File: src/rtl/cksw_pkg.sv
package cksw_pkg;

  typedef enum logic [2:0] {
    ST_UNLOCKED = 3'd0,
    ST_QUAL     = 3'd1,
    ST_LOCK_SW  = 3'd2,
    ST_LOCKED   = 3'd3,
    ST_UNL_FALL = 3'd4,
    ST_UNL_HOLD = 3'd5
  } cswState_t;

  // control -> datapath
  typedef struct packed {
    logic loadQual;
    logic loadHold;
  } ctrlStrobe_t;

  // datapath -> control
  typedef struct packed {
    logic wordTick;
    logic lockSync;
    logic cntLast;
  } dpStatus_t;

endpackage

File: src/rtl/cksw_datapath.sv
module cksw_datapath
  import cksw_pkg::*;
#(
  parameter int WORD_DIV    = 4,
  parameter int QUAL_WORDS  = 5,
  parameter int HOLD_WORDS  = 3,
  parameter int SYNC_STAGES = 2
) (
  input  logic        clk,
  input  logic        rstN,
  input  logic        lockRaw,
  input  ctrlStrobe_t strobe,
  output dpStatus_t   status
);

  localparam int DW      = (WORD_DIV > 1) ? $clog2(WORD_DIV) : 1;
  localparam int CNT_MAX = (QUAL_WORDS > HOLD_WORDS) ? QUAL_WORDS : HOLD_WORDS;
  localparam int CW      = $clog2(CNT_MAX + 1);

  // lock-detect synchroniser
  logic [SYNC_STAGES-1:0] syncQ;

  generate
    for (genvar g = 0; g < SYNC_STAGES; g++) begin : g_sync
      if (g == 0) begin : g_first
        always_ff @(posedge clk or negedge rstN) begin
          if (!rstN) syncQ[g] <= 1'b0;
          else       syncQ[g] <= lockRaw;
        end
      end else begin : g_rest
        always_ff @(posedge clk or negedge rstN) begin
          if (!rstN) syncQ[g] <= 1'b0;
          else       syncQ[g] <= syncQ[g-1];
        end
      end
    end
  endgenerate

  // word-clock divider
  logic [DW-1:0] divCnt;
  logic          wordTick;

  assign wordTick = (divCnt == DW'(WORD_DIV - 1));

  always_ff @(posedge clk or negedge rstN) begin
    if (!rstN)         divCnt <= '0;
    else if (wordTick) divCnt <= '0;
    else               divCnt <= divCnt + 1'b1;
  end

  // word counter shared by qualification and unlock hold
  logic [CW-1:0] wordCnt;

  always_ff @(posedge clk or negedge rstN) begin
    if (!rstN)                            wordCnt <= '0;
    else if (strobe.loadQual)             wordCnt <= CW'(QUAL_WORDS);
    else if (strobe.loadHold)             wordCnt <= CW'(HOLD_WORDS - 1);
    else if (wordTick && wordCnt != '0)   wordCnt <= wordCnt - 1'b1;
  end

  assign status.wordTick = wordTick;
  assign status.lockSync = syncQ[SYNC_STAGES-1];
  assign status.cntLast  = (wordCnt == CW'(1));

  p_tick_single_r2: assert property (@(posedge clk) disable iff (!rstN)
    wordTick |=> !wordTick);

  p_load_excl_r7: assert property (@(posedge clk) disable iff (!rstN)
    !(strobe.loadQual && strobe.loadHold));

endmodule

File: src/rtl/cksw_ctrl.sv
module cksw_ctrl
  import cksw_pkg::*;
(
  input  logic        clk,
  input  logic        rstN,
  input  dpStatus_t   status,
  output ctrlStrobe_t strobe,
  output logic        errFlag,
  output logic        switchN,
  output logic        clkSelPll
);

  cswState_t stateQ, stateD;

  always_comb begin
    stateD          = stateQ;
    strobe.loadQual = 1'b0;
    strobe.loadHold = 1'b0;
    unique case (stateQ)
      ST_UNLOCKED: if (status.lockSync && status.wordTick) begin
        stateD          = ST_QUAL;
        strobe.loadQual = 1'b1;
      end
      ST_QUAL: begin
        if (!status.lockSync)                          stateD = ST_UNLOCKED;
        else if (status.wordTick && status.cntLast)    stateD = ST_LOCK_SW;
      end
      ST_LOCK_SW: begin
        if (!status.lockSync)      stateD = ST_UNL_FALL;
        else if (status.wordTick)  stateD = ST_LOCKED;
      end
      ST_LOCKED: if (!status.lockSync) stateD = ST_UNL_FALL;
      ST_UNL_FALL: if (status.wordTick) begin
        stateD          = ST_UNL_HOLD;
        strobe.loadHold = 1'b1;
      end
      ST_UNL_HOLD: if (status.wordTick && status.cntLast) stateD = ST_UNLOCKED;
      default: stateD = ST_UNLOCKED;
    endcase
  end

  // registered outputs decoded from the next state
  always_ff @(posedge clk or negedge rstN) begin
    if (!rstN) begin
      stateQ    <= ST_UNLOCKED;
      errFlag   <= 1'b1;
      switchN   <= 1'b1;
      clkSelPll <= 1'b0;
    end else begin
      stateQ    <= stateD;
      errFlag   <= (stateD != ST_LOCKED);
      switchN   <= (stateD == ST_UNLOCKED) || (stateD == ST_LOCKED);
      clkSelPll <= (stateD == ST_LOCK_SW) || (stateD == ST_LOCKED) ||
                   (stateD == ST_UNL_FALL);
    end
  end

  p_lockin_fall_r3: assert property (@(posedge clk) disable iff (!rstN)
    ($fell(switchN) && $past(errFlag)) |-> ($past(status.wordTick) && errFlag));

  p_err_release_r5: assert property (@(posedge clk) disable iff (!rstN)
    $fell(errFlag) |-> $rose(switchN));

  p_unlock_fall_r6: assert property (@(posedge clk) disable iff (!rstN)
    ($fell(switchN) && !$past(errFlag)) |-> errFlag);

  p_sel_midpulse_r10: assert property (@(posedge clk) disable iff (!rstN)
    !$stable(clkSelPll) |-> (!switchN && !$past(switchN)));

  p_abandon_r8: assert property (@(posedge clk) disable iff (!rstN)
    ($rose(switchN) && errFlag) |-> !clkSelPll);

endmodule

File: src/rtl/pll_switch_indicator.sv
module pll_switch_indicator
  import cksw_pkg::*;
#(
  parameter int WORD_DIV    = 4,
  parameter int QUAL_WORDS  = 5,
  parameter int HOLD_WORDS  = 3,
  parameter int SYNC_STAGES = 2
) (
  input  logic clk,
  input  logic rstN,
  input  logic lockRaw,
  output logic wordStrobe,
  output logic errFlag,
  output logic switchN,
  output logic clkSelPll
);

  ctrlStrobe_t strobe;
  dpStatus_t   status;

  cksw_datapath #(
    .WORD_DIV   (WORD_DIV),
    .QUAL_WORDS (QUAL_WORDS),
    .HOLD_WORDS (HOLD_WORDS),
    .SYNC_STAGES(SYNC_STAGES)
  ) datapath_i (
    .clk    (clk),
    .rstN   (rstN),
    .lockRaw(lockRaw),
    .strobe (strobe),
    .status (status)
  );

  cksw_ctrl ctrl_i (
    .clk      (clk),
    .rstN     (rstN),
    .status   (status),
    .strobe   (strobe),
    .errFlag  (errFlag),
    .switchN  (switchN),
    .clkSelPll(clkSelPll)
  );

  assign wordStrobe = status.wordTick;

endmodule

File: config.mk
export PLATFORM = sky130hd
export DESIGN_NAME = pll_switch_indicator
export DESIGN_NICKNAME = d
export VERILOG_FILES = /design/src/rtl/cksw_pkg.sv /design/src/rtl/cksw_datapath.sv /design/src/rtl/cksw_ctrl.sv /design/src/rtl/pll_switch_indicator.sv
export SDC_FILE = /design/constraint.sdc
export NUM_CORES = 1
export LEC_CHECK = 0
export ABC_AREA = 1
export BUFFER_PORTS_ARGS = -buffer_cell sky130_fd_sc_hd__buf_2
export CAP_MARGIN = 20
export CORE_MARGIN = 5
export CORE_UTILIZATION = 40
export CTS_CLUSTER_SIZE = 10
export DETAILED_ROUTE_END_ITERATION = 16
export PLACE_DENSITY = 0.61
export SLEW_MARGIN = 20
export SYNTH_ARGS = -nofsm -noshare
export SYNTH_HDL_FRONTEND = slang
export SYNTH_SLANG_ARGS = --single-unit
File: constraint.sdc
create_clock -name clk -period 2.38 [get_ports clk]
set_clock_uncertainty 0.2 [all_clocks]
set_input_delay 0.476 -clock clk [delete_from_list [all_inputs] [get_ports clk]]
set_output_delay 0.476 -clock clk [all_outputs]
set_load 0.05 [all_outputs]
After elaboration in Yosys (flattened, before gate mapping)

Index checks and enable logic that the tools add are counted.
Widths: inputs -> output; s select.

Register bits: 13
Bits in latches: 0
Bits in writable memories: 0
ROM bits: 0
Input bits: 3
Output and inout bits: 4
Word-level logic and storage cells: 48
Memories kept: 0

Add/sub/neg operators: 2
Multipliers: 0
Div/mod/pow operators: 0
Order comparisons: 0
Equality and inequality tests: 11
Shift-type cells: 0
Multiplexer cells: 17
Bitwise gates (word level): 0
Reduce and logical (&&, ||, !) cells: 10

Operators with widths:

| cell                | count |
|---|---|
| $mux 3              | 11 |
| $pmux 3 s6          | 1 |
| $eq 3x2->1 const B  | 4 |
| $eq 3x3->1 const B  | 3 |
| $eq 3x1->1 const B  | 2 |
| $logic_not 3->1     | 2 |
| $reduce_bool 3->1   | 2 |
| $mux 1              | 4 |
| $logic_and 1x1->1   | 3 |
| $logic_or 1x1->1    | 3 |
| $ne 3x2->1 const B  | 1 |
| $sub 3x1->3 const B | 1 |
| $add 2x1->2 const B | 1 |
| $eq 2x2->1 const B  | 1 |
| $mux 2              | 1 |

Logic depth before layout (Yosys ltp)

Depth after elaboration: 8
Gate-level depth with buffers: 8
Mapped depth without buffers: 8

By module

A second synthesis with hierarchy kept.

Cell total of the unflattened synthesis: 81
Area total of the unflattened synthesis: 671.9 µm²

By module, submodules not included:

| module        | times used | cells each | area each (µm²) | sequential area each (µm²) |
|---|---|---|---|---|
| cksw_datapath | 1          | 39         | 360.3           | 175.2 |
| cksw_ctrl     | 1          | 42         | 311.5           | 152.6 |

Worst setup path before layout

OpenSTA, ideal clock, no wires.

Path type: register to register
Start: register datapath_i.divCnt[0]
End: register datapath_i.wordCnt[0]
Setup time: 0.129 ns
Arrival: 1.480 ns
Required time: 2.051 ns
Path slack: 0.571 ns
Cell stages (with the launch flop): 7
Path buffers: 0
Period minus slack after synthesis: 1.809 ns
Path through: dfrtp_1 -> ha_1 -> nand2_1 -> nor2_4 -> inv_1 -> a31oi_1 -> o21ai_0

Cells in the longest elaborated chain, start to end: 5
Elaborated cells between the ends (all ways): 10
Classes of those cells: eq/ne (1); mux (6); reduce/logical (3)

RTL lines:

| what                                               | RTL line                             | RTL |
|---|---|---|
| from (decl)                                        | cksw_datapath.sv:40                  | `logic [DW-1:0] divCnt;` |
| from (signal assigned)                             | cksw_datapath.sv:48                  | `else divCnt <= divCnt + 1'b1;` |
| $eq 2x2->1 *                                       | cksw_datapath.sv:43                  | `assign wordTick = (divCnt == DW'(WORD_DIV - 1));` |
| net wordStrobe                                     | pll_switch_indicator.sv:12           | `output logic wordStrobe,` |
| $mux 1 / $logic_and 1x1->1 (equally long branches) | cksw_ctrl.sv:33, cksw_ctrl.sv:20     |  |
| $mux 1, on equally long branches                   | cksw_ctrl.sv:19, cksw_ctrl.sv:20     |  |
| $mux 3 / $mux 1 (equally long branches)            | cksw_datapath.sv:57, cksw_ctrl.sv:19 |  |
| $mux 3 / $reduce_bool 3->1 (equally long branches) | n/a                                  |  |
| to (signal assigned)                               | cksw_datapath.sv:56                  | `else if (strobe.loadQual) wordCnt <= CW'(QUAL_WORDS);` |
| to (signal assigned)                               | cksw_datapath.sv:57                  | `else if (strobe.loadHold) wordCnt <= CW'(HOLD_WORDS - 1);` |
| to (signal assigned)                               | cksw_datapath.sv:58                  | `else if (wordTick && wordCnt != '0) wordCnt <= wordCnt - 1'b1;` |
| to (decl)                                          | cksw_datapath.sv:52                  | `logic [CW-1:0] wordCnt;` |

Mark *: on every way through the listed nets, which the timed path passes. The rest lies on a longest branch.
A chain may end at the register's enable or synchronous reset.

Worst setup path in the final report

Start: register datapath_i.divCnt[0]
End: output port wordStrobe

Cells in the longest elaborated chain, start to end: 1

RTL lines:

| what       | RTL line |
|---|---|
| $eq 2x2->1 | cksw_datapath.sv:43 |
| to (decl)  | pll_switch_indicator.sv:12 |

Every way passes these cells.

==> flow_metrics.tcl <==
set metrics [dict create \
    status "finished, final reports clean" \
    hpwl_um 799 \
    slew_headroom_pct 80.4 \
    clkLatencyLatePin_ps 270 \
    rows 14 \
    grt_overflow 0 \
    ys_async_sr_fraction_pct 100 \
    power_density_nw_per_um2 925 \
    crit_fanout 7 \
    cts_setup_buffers 0 \
    period_minus_slack_ps 1920 \
    gp_congestion 0.737 \
    synthTopCellsByCount "nand2_1 (16), inv_1 (13), dfrtp_1 (11)" \
    share_seq_of_total_power_pct 45.7 \
    critPathMaxStageDelay_ps 360 \
    drc 0 \
    core_area_sq_um 1510 \
    max_freq_ghz 0.520 \
    worstSetupPathType "flop to primary output" \
    yosys.area.top_type_share_pct 43.3 \
    vdd_drop_max_mv 0.587 \
    rr_worst_depth 7 \
    synth.cell_area_sq_um 636 \
    final_max_slew_viol_count 0 \
    swShare_pct 38.3 \
    clock-sinks 13 \
    cp_data_arrival_time_ps 1250 \
    nets 92 \
    yosys.area.top_type "dfrtp_1" \
    ys_types 17 \
    critPathLaunchType "flop" \
    cts_tree "done" \
    ys_top_cells_by_area "dfrtp_1 (43%), nand2_1 (9.4%), dfstp_2 (8.3%)" \
    critPathTopFamily "flip-flops" \
    grt_max_degree 14 \
    p_clk_share_pct 20.1 \
    synthMostInstantiatedCell "nand2_1" \
    intPower_uw 412 \
    tightest_slew_ps 294 \
    chipWidth_um 49.9 \
    rrSetupSlack_ps 790 \
    crit_slowest_cell "dfrtp_1" \
    dr.pass1.iters 4 \
    wl_per_cell_um 10.6 \
    met1_length_um 510 \
    finalSetupViolations 0 \
    port_buffers 6 \
    rsz0062_at_grt "no" \
    ant_nets 0 \
    cp_num_buf_inv 1 \
    whs_path_depth 1 \
    finalPower_uw 668 \
    dieArea_sq_um 2490 \
    cts_buffers 3 \
    h-tree-depth 1 \
    viasPerCell 4.82 \
    grt_pass1_vias 487 \
    antenna_found_initial 0 \
    postSynthCellCount 73 \
    die_h_um 49.9 \
    post-route-period-util_pct 80.8 \
    required_ps 1700 \
    setup_tns_ps 0 \
    synth_edf_count 0 \
    ys_ff_latch 13 \
    routed_wl_mm 1.06 \
    initial_core_util_pct 42.2 \
    drt_iter0_drc 13 \
    grt_pass1_wl_mm 2.02 \
    n_antenna_cell 0 \
    cap_violations 0 \
    ctsHoldBuffers 1 \
    p_switching_uw 256 \
    clk_pin_slew_ps 80 \
    postSynthAreaPerCell_sq_um 8.71 \
    path_cells "ha_1, buf_2" \
    grt_usage_pct 10.6 \
    root_buffer "clkbuf_4" \
    layout-drive-gt1-share_pct 19.0 \
    cp_num_cells 2 \
    nFillCells 149 \
    via_count 482 \
    ioPinCount 7 \
    syn_nets 80 \
    hold_viol_final 0 \
    comb_power_share_pct 34.2 \
    leakage_nw 0.388 \
    synthFlopType "dfrtp_1" \
    wl_met2_um 459 \
    route.top_layer_used "met4" \
    crit_path_end_kind "primary output" \
    seq_area_frac_synth_pct 51.6 \
    ys_warn_count 0 \
    post_cts_resized 0 \
    hold_class "primary input to flop" \
    clockBufferDepth 2 \
    wl_met3_um 59 \
    syn2layout_area_growth_pct 13.6 \
]
## layout make-up
cell class	instances	area, sq um	area share, %
tap	16	20.0	2.77
clock buffer	4	26.3	3.64
sequential	13	328	45.4
timing repair buffer	7	40.0	5.55
multi-input combinational	46	255	35.4
inverter	14	52.6	7.28
## registers in the layout, summed over array words and instances, names as in the netlist
signal,cells
datapath_i.wordCnt,3
datapath_i.divCnt,2
ctrl_i.clkSelPll,1
datapath_i.status,1
ctrl_i.switchN,1
ctrl_i.errFlag,1
ctrl_i.stateQ,3
datapath_i.syncQ,1
## layer usage
metal	GRT usage (%)	vias up
met5	0	-
met4	5.24	0
met3	3.01	5
met2	16.3	12
met1	13.5	214
li1	-	251
## power by group through the flow
stage | clock, mW | combinational (mW) | sequential, mW
floorplan | 0 | 0.136 | 0.352
global placement | 0 | 0.227 | 0.309
detailed placement | 0 | 0.229 | 0.308
CTS | 0.142 | 0.231 | 0.305
global route | 0.153 | 0.263 | 0.313
finish | 0.134 | 0.228 | 0.305
## final timing paths
path                                                    from                                end
max                           datapath_i.divCnt[0]$_DFF_PN0_                         wordStrobe
max reg2reg                datapath_i.wordCnt[0]$_DFFE_PN0P_  datapath_i.wordCnt[2]$_DFFE_PN0P_
min reg2reg                    datapath_i.syncQ[0]$_DFF_PN0_     datapath_i.status[1]$_DFF_PN0_
min in group asynchronous                               rstN     datapath_i.status[1]$_DFF_PN0_
max in group asynchronous                               rstN           ctrl_i.switchN$_DFF_PN1_
min                                                  lockRaw      datapath_i.syncQ[0]$_DFF_PN0_
## logic make-up after synthesis
family,count (synthesis),synth area share [%]
AO/OA/AOI/OAI,10,8.86
adder cells (fa/ha/maj),4,7.87
AND/OR/NAND/NOR,32,23.4
flip-flops,13,51.6
buffers and inverters,14,8.27
## cells in the final DEF, fill, tap and decap left out, drive strengths merged, types with 2 or more instances in the layout
cell / n
dfstp: 2
buf: 6
nand2: 16
inv: 14
o21ai: 5
nor2: 11
dfrtp: 11
nand3: 4
a21oi: 2
clkbuf: 4
a31oi: 2
ha: 4
## stage by stage
stage	utilization [%]	hold slack (ps)	cells	instance area [sq um]	worst slack, ps
floorplan	-	-19.6	73	636	571
global placement	45.5	136	95	686	779
detailed placement	45.5	140	95	686	739
CTS	47.9	95.7	100	722	428
global route	47.9	100	100	722	362
finish	47.9	104	100	722	457
## worst reg2reg max path, stage by stage (launching register included)
cell and delay [ps]:
dfrtp_1 360, inv_1 70, ha_1 200, ha_1 170, nor2_1 150, inv_1 100, a31oi_1 170, nand2_1 70
Note: power is estimated with default switching activity, not from simulation.
